==> src/rtl/sinc3_pkg.sv <==
// Shared types and helpers for the bitstream decimator.
// Assumes: a window consists of three phases, each N bits long.
package sinc3_pkg;

    typedef enum logic [1:0] {
        PH_RISE = 2'd0,
        PH_TOP  = 2'd1,
        PH_FALL = 2'd2
    } ph_e;

    // Phase that follows a completed phase.
    function automatic ph_e ph_after(input ph_e p);
        case (p)
            PH_RISE: ph_after = PH_TOP;
            PH_TOP:  ph_after = PH_FALL;
            default: ph_after = PH_RISE;
        endcase
    endfunction

    // Second difference of the weight curve inside a phase.
    function automatic logic signed [2:0] curve_step(input ph_e p);
        case (p)
            PH_TOP:  curve_step = -3'sd2;
            default: curve_step = 3'sd1;
        endcase
    endfunction

    // Phase held by a lane after restart, so that the lanes' windows are N bits apart.
    function automatic ph_e lane_start_ph(input int lane);
        case (lane)
            0:       lane_start_ph = PH_RISE;
            1:       lane_start_ph = PH_FALL;
            default: lane_start_ph = PH_TOP;
        endcase
    endfunction

endpackage

==> src/rtl/sinc3_seq.sv <==
// Sequencer for the decimator. It latches the ratio during restart, clamping it
// to 1..RATIO_MAX, counts the accepted bits inside each period of N, and flags
// the edge on which a period ends.
// Assumes: restart outranks bit_vld.
module sinc3_seq #(
    parameter int RATIO_MAX = 10000,
    parameter int RATIO_W   = $clog2(RATIO_MAX + 1)
) (
    input  logic               clk,
    input  logic               rst_n,
    input  logic               restart,
    input  logic [RATIO_W-1:0] ratio,
    input  logic               bit_vld,
    output logic               take,
    output logic               wrap
);
    localparam logic [RATIO_W-1:0] RMAX = RATIO_W'(RATIO_MAX);
    localparam logic [RATIO_W-1:0] ONE  = RATIO_W'(1);

    logic [RATIO_W-1:0] ratio_q;
    logic [RATIO_W-1:0] ratio_lim;
    logic [RATIO_W-1:0] pos;

    // Clamp the requested ratio into the supported range.
    always_comb begin
        if (ratio == '0)
            ratio_lim = ONE;
        else if (ratio > RMAX)
            ratio_lim = RMAX;
        else
            ratio_lim = ratio;
    end

    assign take = bit_vld & ~restart;
    assign wrap = take && (pos == ratio_q - ONE);

    // Latch the ratio on restart and step the position inside the period.
    always_ff @(posedge clk) begin
        if (!rst_n) begin
            ratio_q <= ONE;
            pos     <= '0;
        end else if (restart) begin
            ratio_q <= ratio_lim;
            pos     <= '0;
        end else if (take) begin
            pos <= wrap ? '0 : pos + ONE;
        end
    end

    AST_POS_IN_RANGE: assert property (@(posedge clk) disable iff (!rst_n)
        pos < ratio_q);
    AST_RATIO_BOUNDED: assert property (@(posedge clk) disable iff (!rst_n)
        (ratio_q >= ONE) && (ratio_q <= RMAX));
    AST_RATIO_HELD: assert property (@(posedge clk) disable iff (!rst_n)
        !restart |=> $stable(ratio_q));

endmodule

==> src/rtl/sinc3_lane.sv <==
// One accumulator lane. It runs a 3N-bit window and builds the cubed-boxcar
// weights from two running differences: the slope d1 and the weight w.
// At the last bit of its falling phase it hands out its sum and opens a new window.
// Assumes: wrap is asserted only together with take. A lane that starts idle
// holds zero until its first window opens.
module sinc3_lane
    import sinc3_pkg::*;
#(
    parameter int LANE  = 0,
    parameter int ACC_W = 44,
    parameter int W_W   = 29,
    parameter int D_W   = 16
) (
    input  logic                    clk,
    input  logic                    rst_n,
    input  logic                    restart,
    input  logic                    take,
    input  logic                    wrap,
    input  logic                    bit_in,
    output logic                    dump,
    output logic signed [ACC_W-1:0] dump_val
);
    localparam ph_e START_PH   = lane_start_ph(LANE);
    localparam logic START_IDLE = (LANE != 0);

    ph_e                    ph, ph_nx;
    logic                   idle;
    logic signed [W_W-1:0]  w, w_nx;
    logic signed [D_W-1:0]  d1, d1_nx;
    logic signed [ACC_W-1:0] acc, term, sum;

    // Signed contribution of the current bit, and the weight of the next bit.
    always_comb begin
        ph_nx = wrap ? ph_after(ph) : ph;
        d1_nx = d1 + D_W'(curve_step(ph_nx));
        w_nx  = w + W_W'(d1_nx);
        if (idle)
            term = '0;
        else if (bit_in)
            term = ACC_W'(w);
        else
            term = -ACC_W'(w);
        sum = acc + term;
    end

    assign dump     = wrap && (ph == PH_FALL);
    assign dump_val = sum;

    // Step the window state once per accepted bit.
    always_ff @(posedge clk) begin
        if (!rst_n || restart) begin
            ph   <= START_PH;
            idle <= START_IDLE;
            w    <= W_W'(1);
            d1   <= D_W'(1);
            acc  <= '0;
        end else if (take) begin
            if (dump) begin
                ph   <= PH_RISE;
                idle <= 1'b0;
                w    <= W_W'(1);
                d1   <= D_W'(1);
                acc  <= '0;
            end else begin
                ph  <= ph_nx;
                acc <= sum;
                if (!idle) begin
                    w  <= w_nx;
                    d1 <= d1_nx;
                end
            end
        end
    end

    AST_IDLE_ACC_ZERO: assert property (@(posedge clk) disable iff (!rst_n)
        idle |-> (acc == '0));
    AST_WEIGHT_NONNEG: assert property (@(posedge clk) disable iff (!rst_n)
        !idle |-> !w[W_W-1]);
    AST_NO_OVERFLOW: assert property (@(posedge clk) disable iff (!rst_n)
        (take && !idle) |-> !((acc[ACC_W-1] == term[ACC_W-1]) &&
                              (sum[ACC_W-1] != acc[ACC_W-1])));

endmodule

==> src/rtl/sinc3_emit.sv <==
// Output stage. It takes the sum from whichever lane closed its window,
// registers it with a one-cycle valid pulse, and flags samples from the third
// one after a restart onward as settled.
// Assumes: at most one lane dumps per cycle.
module sinc3_emit #(
    parameter int ACC_W = 44,
    parameter int LANES = 3
) (
    input  logic                    clk,
    input  logic                    rst_n,
    input  logic                    restart,
    input  logic [LANES-1:0]        dump,
    input  logic signed [ACC_W-1:0] dump_val [LANES],
    output logic signed [ACC_W-1:0] smp_out,
    output logic                    smp_valid,
    output logic                    smp_settled
);
    logic signed [ACC_W-1:0] pick;
    logic [1:0]              seen;

    // Select the value of the lane that is dumping.
    always_comb begin
        pick = '0;
        for (int i = 0; i < LANES; i++) begin
            if (dump[i])
                pick = pick | dump_val[i];
        end
    end

    // Register the sample and count outputs since the restart.
    always_ff @(posedge clk) begin
        if (!rst_n || restart) begin
            smp_out     <= '0;
            smp_valid   <= 1'b0;
            smp_settled <= 1'b0;
            seen        <= 2'd0;
        end else begin
            smp_valid <= |dump;
            if (|dump) begin
                smp_out     <= pick;
                smp_settled <= (seen == 2'd2);
                if (seen != 2'd2)
                    seen <= seen + 2'd1;
            end
        end
    end

    AST_SINGLE_DUMP: assert property (@(posedge clk) disable iff (!rst_n)
        $onehot0(dump));
    AST_UNSETTLED_ZERO: assert property (@(posedge clk) disable iff (!rst_n)
        (smp_valid && !smp_settled) |-> (smp_out == '0));
    AST_RESTART_QUIET: assert property (@(posedge clk) disable iff (!rst_n)
        restart |=> !smp_valid);

endmodule

==> src/rtl/bitstream_sinc3_decim.sv <==
// Top of the bitstream decimator. It holds a sequencer, three lanes whose
// windows are staggered by N bits, and the output stage.
// Assumes: the input comes from a single-bit modulator and has one bit per
// strobe. N changes only through restart.
module bitstream_sinc3_decim #(
    parameter  int RATIO_MAX = 10000,
    localparam int RATIO_W   = $clog2(RATIO_MAX + 1),
    localparam int ACC_W     = 2 + 3 * $clog2(RATIO_MAX)
) (
    input  logic                    clk,
    input  logic                    rst_n,
    input  logic                    restart,
    input  logic [RATIO_W-1:0]      ratio,
    input  logic                    bit_in,
    input  logic                    bit_vld,
    output logic signed [ACC_W-1:0] smp_out,
    output logic                    smp_valid,
    output logic                    smp_settled
);
    localparam int LG    = $clog2(RATIO_MAX);
    localparam int W_W   = 2 * LG + 1;
    localparam int D_W   = LG + 2;
    localparam int LANES = 3;

    logic                    take, wrap;
    logic [LANES-1:0]        dump;
    logic signed [ACC_W-1:0] dump_val [LANES];

    sinc3_seq #(
        .RATIO_MAX (RATIO_MAX),
        .RATIO_W   (RATIO_W)
    ) u_seq (
        .clk     (clk),
        .rst_n   (rst_n),
        .restart (restart),
        .ratio   (ratio),
        .bit_vld (bit_vld),
        .take    (take),
        .wrap    (wrap)
    );

    for (genvar l = 0; l < LANES; l++) begin : g_lane
        sinc3_lane #(
            .LANE  (l),
            .ACC_W (ACC_W),
            .W_W   (W_W),
            .D_W   (D_W)
        ) u_lane (
            .clk      (clk),
            .rst_n    (rst_n),
            .restart  (restart),
            .take     (take),
            .wrap     (wrap),
            .bit_in   (bit_in),
            .dump     (dump[l]),
            .dump_val (dump_val[l])
        );
    end

    sinc3_emit #(
        .ACC_W (ACC_W),
        .LANES (LANES)
    ) u_emit (
        .clk         (clk),
        .rst_n       (rst_n),
        .restart     (restart),
        .dump        (dump),
        .dump_val    (dump_val),
        .smp_out     (smp_out),
        .smp_valid   (smp_valid),
        .smp_settled (smp_settled)
    );

    AST_VALID_AFTER_TAKE: assert property (@(posedge clk) disable iff (!rst_n)
        smp_valid |-> $past(take));
    AST_DUMP_NEEDS_WRAP: assert property (@(posedge clk) disable iff (!rst_n)
        (|dump) |-> (wrap && !restart));

endmodule

==> config.mk <==
export PLATFORM = sky130hd
export DESIGN_NAME = bitstream_sinc3_decim
export DESIGN_NICKNAME = d
export VERILOG_FILES = /design/src/rtl/sinc3_pkg.sv /design/src/rtl/sinc3_seq.sv /design/src/rtl/sinc3_lane.sv /design/src/rtl/sinc3_emit.sv /design/src/rtl/bitstream_sinc3_decim.sv
export SDC_FILE = /design/constraint.sdc
export NUM_CORES = 1
export LEC_CHECK = 0
export BUFFER_PORTS_ARGS = -buffer_cell sky130_fd_sc_hd__buf_2
export CORE_MARGIN = 2
export CORE_UTILIZATION = 30
export CTS_CLUSTER_DIAMETER = 40
export DETAILED_ROUTE_END_ITERATION = 8
export PLACE_DENSITY = 0.48
export SYNTH_ARGS = -nofsm -noshare
export SYNTH_HDL_FRONTEND = slang
export SYNTH_SLANG_ARGS = --single-unit
==> constraint.sdc <==
create_clock -name clk -period 11.9 [get_ports clk]
set_clock_uncertainty 0.15 [all_clocks]
set_input_delay 3.57 -clock clk [delete_from_list [all_inputs] [get_ports clk]]
set_output_delay 3.57 -clock clk [all_outputs]
set_load 0.01 [all_outputs]
Word level (Yosys, flattened, before mapping)
Cells that the tools add are included.
{ "word_totals": {"regBits": 351, "inputBits": 19, "out_inout_bits": 46, "wordCells": 108} }
{ "op_classes": {"muxes": 36, "add_sub_neg": 15, "n_reduce_logical": 17, "n_lt_le_gt_ge": 1, "eq_ne": 14, "n_bitwise": 5} }
{ "ops": {"columns": ["operator", "count"], "rows": [
  ["44-bit 2-to-1 mux", 11],
  ["29-bit 2-to-1 mux", 5],
  ["44-bit adder", 3],
  ["29-bit negator with 44-bit output", 3],
  ["44-bit OR", 2],
  ["29-bit by 16-bit adder with 29-bit output", 3],
  ["16-bit 2-to-1 mux", 5],
  ["16-bit by 3-bit adder with 16-bit output", 3],
  ["14-bit 2-to-1 mux", 3],
  ["14-bit by 1-bit adder with 14-bit output, second input constant", 1],
  ["14-bit == test", 1],
  ["14-bit greater-than comparator, second input constant", 1],
  ["14-bit logical NOT", 1],
  ["14-bit by 1-bit subtractor with 14-bit output, second input constant", 1],
  ["2-bit by 1-bit == test with 1-bit output, second input constant", 6],
  ["2-bit 2-to-1 mux", 6],
  ["2-bit one-hot mux with 2 select lines", 3],
  ["2-bit AND reduction", 5],
  ["3-bit 2-to-1 mux", 3],
  ["2-bit == test, second input constant", 4],
  ["2-bit logical NOT", 3],
  ["1-bit logical AND", 4],
  ["2-bit by 1-bit inequality test with 1-bit output, second input constant", 2],
  ["3-bit OR reduction", 1],
  ["other kinds (7)", 8]
]} }

Longest topological paths before layout
Gate-level depths: netlist (run 1).
{ "depth": {"ltp_word": 10, "mapped_depth": 34, "depth_no_buf": 34} }

Cells and area by module
A second synthesis (run 1) with hierarchy kept.
{ "hier_totals": {"cells_unflattened": 3766, "area_unflattened_um2": 29169.2} }
{ "modules_own_cells": {"columns": ["module", "area_per_inst_um2", "cells_per_inst", "instances", "seq_area_each_um2"], "rows": [
  ["sinc3_lane (g_lane[2].u_lane)", 8788.4, 1183, 1, 1841.8],
  ["sinc3_lane (g_lane[1].u_lane)", 8286.7, 1089, 1, 1841.8],
  ["sinc3_lane (g_lane[0].u_lane)", 8257.9, 1071, 1, 1821.7],
  ["sinc3_emit", 2122.0, 225, 1, 960.9],
  ["sinc3_seq", 1714.1, 198, 1, 560.5]
]} }

Worst setup path after synthesis (run 1)
Ideal clock, no wire load.
{ "synth_timing": {"kind": "input port to flip-flop", "from": "in restart", "to": "reg g_lane[2].u_lane.w[26]", "path_buffers": 1, "path_slack_ps": 1668, "t_required_ps": 11633, "arrival_time_ps": 9965, "setup_ps": 117, "cell_stages": 32, "path_cell_list": "nand2b_1 > clkbuf_1 > nor3_1 > o211ai_2 > nor4b_4 > nand4_1 > a21oi_1 > inv_1 > ha_1 > inv_1 > fa_1 > nor2b_1 > o21ai_0 > a21boi_0 > o21ai_0 > a21oi_1 > o21ai_0 > a21oi_1 > o41ai_1 > xnor2_1 > ha_1 > and3_1 > nand4_1 > or2_2 > o21a_1 > a21oi_1 > a41oi_1 > a211oi_1 > nor3_1 > o21ai_0 > xor2_1 > a32o_1"} }
{ "synth_between": {"elab_chain_cells": 10, "elab_cells_between_ends": 14, "classes_between": "2 x add/sub; 2 x eq/ne; 4 x mux; 2 x bitwise; 4 x reduce/logical"} }
{ "synth_lines": {"columns": ["element", "line", "text"], "rows": [
  ["from (decl)", "bitstream_sinc3_decim.sv:12", "input logic restart,"],
  ["1-bit NOT", "sinc3_seq.sv:34", "assign take = bit_vld & ~restart;"],
  ["1-bit AND", "sinc3_seq.sv:34", null],
  ["1-bit logical AND", "sinc3_seq.sv:35", "assign wrap = take && (pos == ratio_q - ONE);"],
  ["2-bit 2-to-1 mux", "sinc3_lane.sv:34", "ph_nx = wrap ? ph_after(ph) : ph;"],
  ["2-bit by 1-bit == test with 1-bit output", "sinc3_pkg.sv:22", "case (p)"],
  ["3-bit 2-to-1 mux", "sinc3_pkg.sv:22", null],
  ["16-bit by 3-bit adder with 16-bit output", "sinc3_lane.sv:35", "d1_nx = d1 + D_W'(curve_step(ph_nx));"],
  ["29-bit by 16-bit adder with 29-bit output", "sinc3_lane.sv:36", "w_nx = w + W_W'(d1_nx);"],
  ["29-bit 2-to-1 mux", "sinc3_lane.sv:67", "if (!idle) begin"],
  ["29-bit 2-to-1 mux", "sinc3_lane.sv:58", "if (dump) begin"],
  ["to (signal assigned)", "sinc3_lane.sv:68", "w <= w_nx;"],
  ["to (decl)", "sinc3_lane.sv:28", "logic signed [W_W-1:0] w, w_nx;"]
]} }
Parallel ways exist; a longest one is shown, timed or not. The select of a mux whose other input is x is not followed.
A chain may end at the register's enable or synchronous reset.

Worst setup path after layout (run 1)
{ "layout_timing": {"from": "in restart", "to": "reg g_lane[1].u_lane.w[28]"} }
{ "layout_between": {"elab_chain_cells": 10, "elab_cells_between_ends": 14, "classes_between": "2 x add/sub; 2 x eq/ne; 4 x mux; 2 x bitwise; 4 x reduce/logical"} }
{ "layout_lines": {"columns": ["element", "line"], "rows": [
  ["1-bit NOT", "sinc3_seq.sv:34"],
  ["1-bit AND", "sinc3_seq.sv:34"],
  ["1-bit logical AND", "sinc3_seq.sv:35"],
  ["2-bit 2-to-1 mux", "sinc3_lane.sv:34"],
  ["2-bit by 1-bit == test with 1-bit output", "sinc3_pkg.sv:22"],
  ["3-bit 2-to-1 mux", "sinc3_pkg.sv:22"],
  ["16-bit by 3-bit adder with 16-bit output", "sinc3_lane.sv:35"],
  ["29-bit by 16-bit adder with 29-bit output", "sinc3_lane.sv:36"],
  ["29-bit 2-to-1 mux", "sinc3_lane.sv:67"],
  ["29-bit 2-to-1 mux", "sinc3_lane.sv:58"],
  ["to (signal assigned)", "sinc3_lane.sv:68"],
  ["to (decl)", "sinc3_lane.sv:28"]
]} }
Parallel ways exist; a longest one is shown, timed or not. The select of a mux whose other input is x is not followed.

==> results.md, run 1 <==
* Gpl congestion at 0.851
* Hold Fails Final Rpt at 0
* Initial DRC count at 1,892
* Num ports at 65
* # Max-Cap Violations at 0
* Post-CTS Setup Bufs at 0
* First-pass GRT wire length at 143,000 um
* Async SR Flop Fraction at 0%
* Synthesized net count at 3,911
* Top post-synthesis cells by area: dfxtp_1, ha_1, a21oi_1, xnor2_1, nor2_1
* Vias at 26,334
* Layout cells sized above 1 at 8.76%
* Final non-filler cell total at 4,943
* Max-slew violations at 0
* Hold EP: g_lane[0].u_lane.acc[0]$_SDFFE_PP0P_
* Largest net degree at the start of global routing at 147
* Top-area cell type share of the netlist area at 25.1%
* VDD IR max at 0.0988 mV
* Placeable Area at 92,100 um^2
* CP Launch Type: input port
* Critical Path RT at 12.29 ns
* Crit Reg-Reg Endpoint: g_lane[1].u_lane.w[28]$_SDFFE_PP0P_
* Seq/Total Area, Yosys at 25.1%
* GRT Overall Usage at 18.7%
* Cell accounting for the most synthesized area: dfxtp_1
* Port buffer count at 64
* Reg-to-reg setup timing slack at 3.71 ns
* Switch share at 25.0%
* Max Fclk at 0.0968 GHz
* Worst-margin pin slew at 1.02 ns
* WL/cell at 18.3 um
* Hold Crit Class: flop to flop
* Placed cells at 4,779
* Die area at 95,700 um^2
* Cells after synthesis at 3,613
* Mapped Area at 28,000 um^2
* Clock buffer depth at 3
* Clock slew at reported path FFs at 0.04 ns
* Syn Area/Cell at 7.74 um^2
* Setup CP Type: input port to flop
* Main synth FF type: dfxtp_1
* Post_cts resized at 0
* Fin area at 32,800 um^2
* Hold Path Origin: g_lane[0].u_lane.acc[0]$_SDFFE_PP0P_
* Setup_tns at 0 ns
* Area grow syn2layout at 17.2%
* CTS H-tree lvls at 3
* Initial antenna violation count at 3
* Post-DP HPWL at 64,500 um
* Worst reg-to-reg path cell count at 30
* Fin util at 35.6%
* DIE HEIGHT at 309 um
* Relative slew slack at 32.2%
* Die width at 309 um
* Switching pwr at 0.00106 W
* Int Pwr at 0.00317 W
* Vias per inst at 5.33
* Final worst slack at 1.57 ns
* Vias in the first global route at 25,359
* CTS buffer count at 89
* Grt ovf at 0
* P per Cell Area at 129 nW/um^2
* EDFF count, synth at 0
* Nets at 3,925
* Antenna-violating nets left at 0
* Lkg Pwr at 13.9 nW
* CTS tree: done
* Final setup viols at 0
* Root buffer cell: clkbuf_16
* Number of library cell types mapped by synthesis at 97
* Hold Buf Count CTS at 0
* Worst-path cell with the longest stage delay: or4b_4
* Reg power frac at 28.3%
* Drt first pass iters at 5
* Synth Register Bits at 351
* Total number of yosys warnings at 0
* Post-Route WL at 90,300 um
* Placed Area at 29,500 um^2
* RSZ-0062 raised after global routing: false
* Combinational power share at 9.4%
* Critical path peak fanout at 15
* Origin of the critical flop-to-flop path: u_seq.ratio_q[0]$_SDFFE_PN1P_
* Slowest stage delay, CP at 0.55 ns
* Worst hold stages at 2
* Worst EP arrival at 10.71 ns
* Skew-Pair Late Insertion Delay at 0.66 ns
* Pre-CTS WS at 0.942 ns
* DRC Markers at 0
* Status: completed
* Std-Cell Rows at 111
* Worst setup EP type: flop
* Tcrit/Tclk final at 86.8%
* Fin crit period at 10.33 ns
* Starting Density at 30.4%
* Clock share of power at 62.3%
* Clk sinks at 351
==> how the worst max path moves through the flow <==
stage	start	depth (start not counted)	slack [ns]	to
after floorplan	restart	32	1.67	g_lane[2].u_lane.w[26]$_SDFFE_PP0P_
after global placement	restart	27	1.14	g_lane[0].u_lane.w[28]$_SDFFE_PP0P_
after detailed placement	restart	27	0.94	g_lane[0].u_lane.w[28]$_SDFFE_PP0P_
after CTS	restart	29	1.61	g_lane[1].u_lane.w[28]$_SDFFE_PP0P_
after global routing	restart	33	0.81	g_lane[0].u_lane.w[27]$_SDFFE_PP0P_
final	restart	29	1.57	g_lane[1].u_lane.w[28]$_SDFFE_PP0P_
==> cell type report <==
class | count | area [um^2]
clock inverters | 47 | 748
well taps | 1243 | 1560
clock buffers | 116 | 2510
flip-flops and latches | 351 | 7030
multi-input cells | 2999 | 20000
diodes | 1 | 2.50
inverters | 87 | 327
fillers | 9706 | 59300
repair buffers | 99 | 598
==> cells by family after synthesis <==
group           Yosys count  share of synthesized area, %
buf+inv                 263                          3.61
compound gates         1179                          27.6
simple gates           1209                          20.3
mux                      16                         0.635
fa+ha+maj               279                          12.7
flops                   351                          25.1
xor+xnor                316                          9.95
==> power groups by stage <==
stage / Combinational, W / Clock (W) / Sequential, W
2_1_floorplan: 0.000306 / 0 / 0.00121
3_3_place_gp: 0.000398 / 0 / 0.00122
3_5_place_dp: 0.000394 / 0 / 0.00122
4_1_cts: 0.000398 / 0.00269 / 0.00120
5_1_grt: 0.000441 / 0.00275 / 0.00120
6_report: 0.000397 / 0.00263 / 0.00120
==> cell usage in the layout, fill, tap and decap left out, types with 23 or more instances in the layout <==
cell and n:
nor2_1 447, a21oi_1 370, dfxtp_1 351, ha_1 270, nand2_1 252, xnor2_1 207
a22oi_1 189, o21ai_0 161, nand3_1 125, a21o_1 115, xor2_1 107, nor3_1 97
clkbuf_16 90, inv_1 87, buf_2 63, a31oi_1 40, or3_1 39, o21a_1 37
nor2b_1 35, buf_4 35, nand2b_1 32, o21bai_1 29, a211oi_1 28, nor4_1 27
o211ai_1 26, nand4_1 25, and3_1 23
==> layer usage <==
metal  up-vias  routed length [um]  global-route usage, %
met3       121                4720                   2.92
met5         -                   0                      0
met2       604               39600                   29.7
met1     12292               44200                   26.1
li1      13317                   -                      -
met4         0                1770                   4.97
==> registers in the layout, indices dropped and copies added (netlist names) <==
register / count
u_emit.smp_settled: 1
u_seq.pos: 14
u_emit.smp_valid: 1
u_seq.ratio_q: 14
g_lane.u_lane.ph: 6
g_lane.u_lane.w: 87
u_emit.smp_out: 44
g_lane.u_lane.idle: 2
g_lane.u_lane.acc: 132
g_lane.u_lane.d1: 48
u_emit.seen: 2
==> stage by stage <==
stage                     hold slack [ns]  power [W]
after floorplan                     0.274    0.00152
after global placement              0.293    0.00162
after detailed placement            0.301    0.00161
after CTS                           0.307    0.00428
after global routing                0.321    0.00439
final                               0.303    0.00422
==> Yosys cell counts (11+ instances only) <==
cell	instances
xor2_1	107
inv_1	87
clkbuf_1	144
nor2b_1	37
a211oi_1	28
nand2_1	252
o21a_1	37
a21oi_1	371
nand2b_1	34
xnor2_1	207
nor2_1	452
nor4_1	27
nand4_1	25
buf_1	20
or2_2	14
dfxtp_1	351
a22o_1	12
a31oi_1	40
a21o_1	115
or3_1	39
nand3_1	125
a211o_1	14
o21bai_1	29
a221oi_1	16
o211ai_1	26
and3_1	23
or4_1	12
nor3_1	98
o31ai_1	13
a311oi_1	11
a22oi_1	189
a41oi_1	12
ha_1	270
and2_1	22
o21ai_0	161
buf_2	11
==> worst max-delay path: cells and delay by family <==
| family | cells | cell delay [ns] |
|---|---|---|
| AO/OA/AOI/OAI | 16 | 3.66 |
| XOR/XNOR | 2 | 0.39 |
| adder cells (fa/ha/maj) | 2 | 0.74 |
| buffers and inverters | 3 | 0.74 |
| AND/OR/NAND/NOR | 6 | 1.55 |
No activity file was read; power rests on OpenSTA's default activity.
==> inputs of run 2 (changes only) <==
GPL_TIMING_DRIVEN = 0   (was unset)
==> run 2 against run 1 <==
  * Sequential power barely moved
  * Non-clock buffer count up 148
  * Die area did not move
  * Sequential share of layout area is 0.13 points lower
  * First-iteration DRC count rose by 19%
  * Cell count up 2.9%
  * Count of clock-buffer cells in the layout decreased by 11
  * Critical endpoint is now g_lane[0].u_lane.w[28]$_SDFFE_PP0P_
==> results.md, run 2 (synthesis gave the netlist of run 1 again) <==
* Clk sinks at 351 (unchanged)
* Fin util at 35.8% (was 35.6%)
* P per Cell Area at 125 nW/um^2 (was 129 nW/um^2)
* Area taken by multi-input logic gates at 20,000 um^2 (about the same)
* Crit Reg-Reg Endpoint: g_lane[0].u_lane.w[28]$_SDFFE_PP0P_ (was g_lane[1].u_lane.w[28]$_SDFFE_PP0P_)
* Relative slew slack at 11.5% (was 32.2%)
* Nets at 4,071 (was 3,925)
* RSZ-0062 raised after global routing: false (unchanged)
* Initial antenna violation count at 5 (was 3)
* Most frequent cells in the layout: nor2_1, a21oi_1, dfxtp_1 (unchanged)
* Grt ovf at 0 (unchanged)
* Max-slew violations at 0 (unchanged)
* Origin of the critical flop-to-flop path: u_seq.ratio_q[0]$_SDFFE_PN1P_ (unchanged)
* Port buffer count at 63 (was 64)
* Vias in the first global route at 25,884 (was 25,359)
* Vias per inst at 5.45 (was 5.33)
* Num ports at 65 (unchanged)
* Reg-to-reg setup timing slack at 3.22 ns (was 3.71 ns)
* CTS tree: done (unchanged)
* Hold EP: u_emit.smp_settled$_SDFFE_PP0N_ (was g_lane[0].u_lane.acc[0]$_SDFFE_PP0P_)
* Worst reg-to-reg path cell count at 28 (was 30)
* Lkg Pwr at 13.8 nW (was 13.9 nW)
* Fin crit period at 11.14 ns (was 10.33 ns)
* Worst-margin pin slew at 1.33 ns (was 1.02 ns)
* Post-Route WL at 106,000 um (was 90,300 um)
* GRT Overall Usage at 21.6% (was 18.7%)
* Critical path peak fanout at 15 (unchanged)
* Final non-filler cell total at 5,088 (was 4,943)
* Std-Cell Rows at 111 (unchanged)
* Placeable Area at 92,100 um^2 (unchanged)
* Post-DP HPWL at 82,200 um (was 64,500 um)
* Tcrit/Tclk final at 93.6% (was 86.8%)
* DRC Markers at 0 (unchanged)
* Setup CP Type: input port to flop (unchanged)
* Drt first pass iters at 6 (was 5)
* WL/cell at 20.8 um (was 18.3 um)
* Die width at 309 um (unchanged)
* VDD IR max at 0.119 mV (was 0.0988 mV)
* Critical Path RT at 12.31 ns (was 12.29 ns)
* Diodes inserted at 0 (was 1)
* Status: completed (unchanged)
* Root buffer cell: clkbuf_16 (unchanged)
* Starting Density at 30.4% (unchanged)
* Initial DRC count at 2,253 (was 1,892)
* Max reg flops at 132 (unchanged)
* Largest regs: g_lane.u_lane.acc: 132 flops, g_lane.u_lane.w: 87 flops, g_lane.u_lane.d1: 48 flops (unchanged)
* DIE HEIGHT at 309 um (unchanged)
* Final setup viols at 0 (unchanged)
* # Max-Cap Violations at 0 (unchanged)
* Placed cells at 4,920 (was 4,779)
* Worst hold stages at 2 (unchanged)
* CP Launch Type: input port (unchanged)
* Layout cells sized above 1 at 7.75% (was 8.76%)
* Antenna-violating nets left at 0 (unchanged)
* Max Fclk at 0.0898 GHz (was 0.0968 GHz)
* FF+latch area at 7030 um^2 (unchanged)
* CTS buffer count at 87 (was 89)
* First-pass GRT wire length at 158,000 um (was 143,000 um)
* Worst setup EP type: flop (unchanged)
* Hold Crit Class: flop to flop (unchanged)
* Largest net degree at the start of global routing at 17 (was 147)
* Die area at 95,700 um^2 (unchanged)
* Clock buffer depth at 3 (unchanged)
* Leading cell type in the layout, fill and taps excluded: nor2_1 (unchanged)
* Fillers at 9,804 (was 9,706)
* Worst EP arrival at 11.55 ns (was 10.71 ns)
* Skew-Pair Late Insertion Delay at 0.65 ns (was 0.66 ns)
* Vias at 27,739 (was 26,334)
* Gpl congestion at 0.923 (was 0.851)
* CTS H-tree lvls at 3 (unchanged)
* Largest Register: g_lane.u_lane.acc (unchanged)
* Hold Fails Final Rpt at 0 (unchanged)
* Area grow syn2layout at 17.9% (was 17.2%)
* Hold Path Origin: u_emit.smp_settled$_SDFFE_PP0N_ (was g_lane[0].u_lane.acc[0]$_SDFFE_PP0P_)
* Clock slew at reported path FFs at 0.05 ns (was 0.04 ns)
==> run 2: worst max-delay path, cell delays in order <==
cell      delay, ns
buf_2          0.26
nand2b_1       0.10
buf_2          0.36
nor3_1         0.34
o211ai_2       0.16
nor4b_4        0.46
nand4_1        0.22
a21oi_4        0.32
buf_4          0.31
ha_1           0.28
a211oi_1       0.32
nor2_1         0.12
nor4_1         0.25
or4_1          0.23
a31oi_1        0.13
a31oi_1        0.29
o21ai_0        0.21
xnor2_2        0.70
ha_1           0.43
a21o_1         0.18
a211o_1        0.30
or3_1          0.30
o21ai_0        0.43
o311ai_0       0.30
a41oi_1        0.31
xor2_1         0.22
mux2_4         0.32
a21oi_2        0.12
==> run 2: what timing repair did <==
| item | 4_1_cts | 5_1_grt |
|---|---|---|
| setup buffers | 0 | 6 |
| pin swaps | 0 | 2 |
| gates resized for setup | 1 | 4 |
| endpoints found under the hold margin | 0 | 0 |
| endpoints found under the setup margin | 3 | 15 |
| hold buffers | 0 | 0 |
==> run 2: final cells by class <==
class / instances / area share, %
clock inverter: 56 / 2.11
timing repair buffer: 71 / 1.15
inverter: 87 / 0.991
sequential: 351 / 21.3
tap: 1243 / 4.72
multi-input combinational: 2999 / 60.5
clock buffer: 105 / 7.09
buffer: 176 / 2.07
==> run 2: report_power, final <==
| group | switching (W) | internal [W] |
|---|---|---|
| clock | 0.000821 | 0.00166 |
| combinational | 0.000282 | 0.000156 |
| sequential | 0.00000849 | 0.00119 |
==> run 2: worst max path at each step <==
stage                                          end    start  slack [ns]
3_3_place_gp   g_lane[2].u_lane.w[28]$_SDFFE_PP0P_  bit_vld       -1.61
5_1_grt        g_lane[0].u_lane.w[27]$_SDFFE_PP0P_  bit_vld        0.14
4_1_cts        g_lane[0].u_lane.w[27]$_SDFFE_PP0P_  bit_vld        0.14
2_1_floorplan  g_lane[2].u_lane.w[26]$_SDFFE_PP0P_  restart        1.67
6_report       g_lane[0].u_lane.w[28]$_SDFFE_PP0P_  bit_vld        0.76
3_5_place_dp   g_lane[0].u_lane.w[27]$_SDFFE_PP0P_  bit_vld       -0.84
==> run 2: per-layer routing <==
metal,up-vias,track usage [%],wire length (um)
met5,-,0,0
met4,0,7.09,3100
met3,160,3.20,6000
met2,713,34.2,46200
met1,13238,29.8,50300
li1,13628,-,-
==> run 2: per-stage QoR <==
stage / TNS, ns / power [W] / instance area [um^2] / hold WS (ns) / worst slack (ns)
floorplan: 0 / 0.00152 / 28000 / 0.274 / 1.67
global placement: -24.44 / 0.00165 / 29800 / 0.287 / -1.61
detailed placement: -4.54 / 0.00165 / 29900 / 0.296 / -0.840
CTS: 0 / 0.00416 / 32900 / 0.305 / 0.140
global route: 0 / 0.00426 / 33000 / 0.314 / 0.135
finish: 0 / 0.00412 / 33000 / 0.303 / 0.762
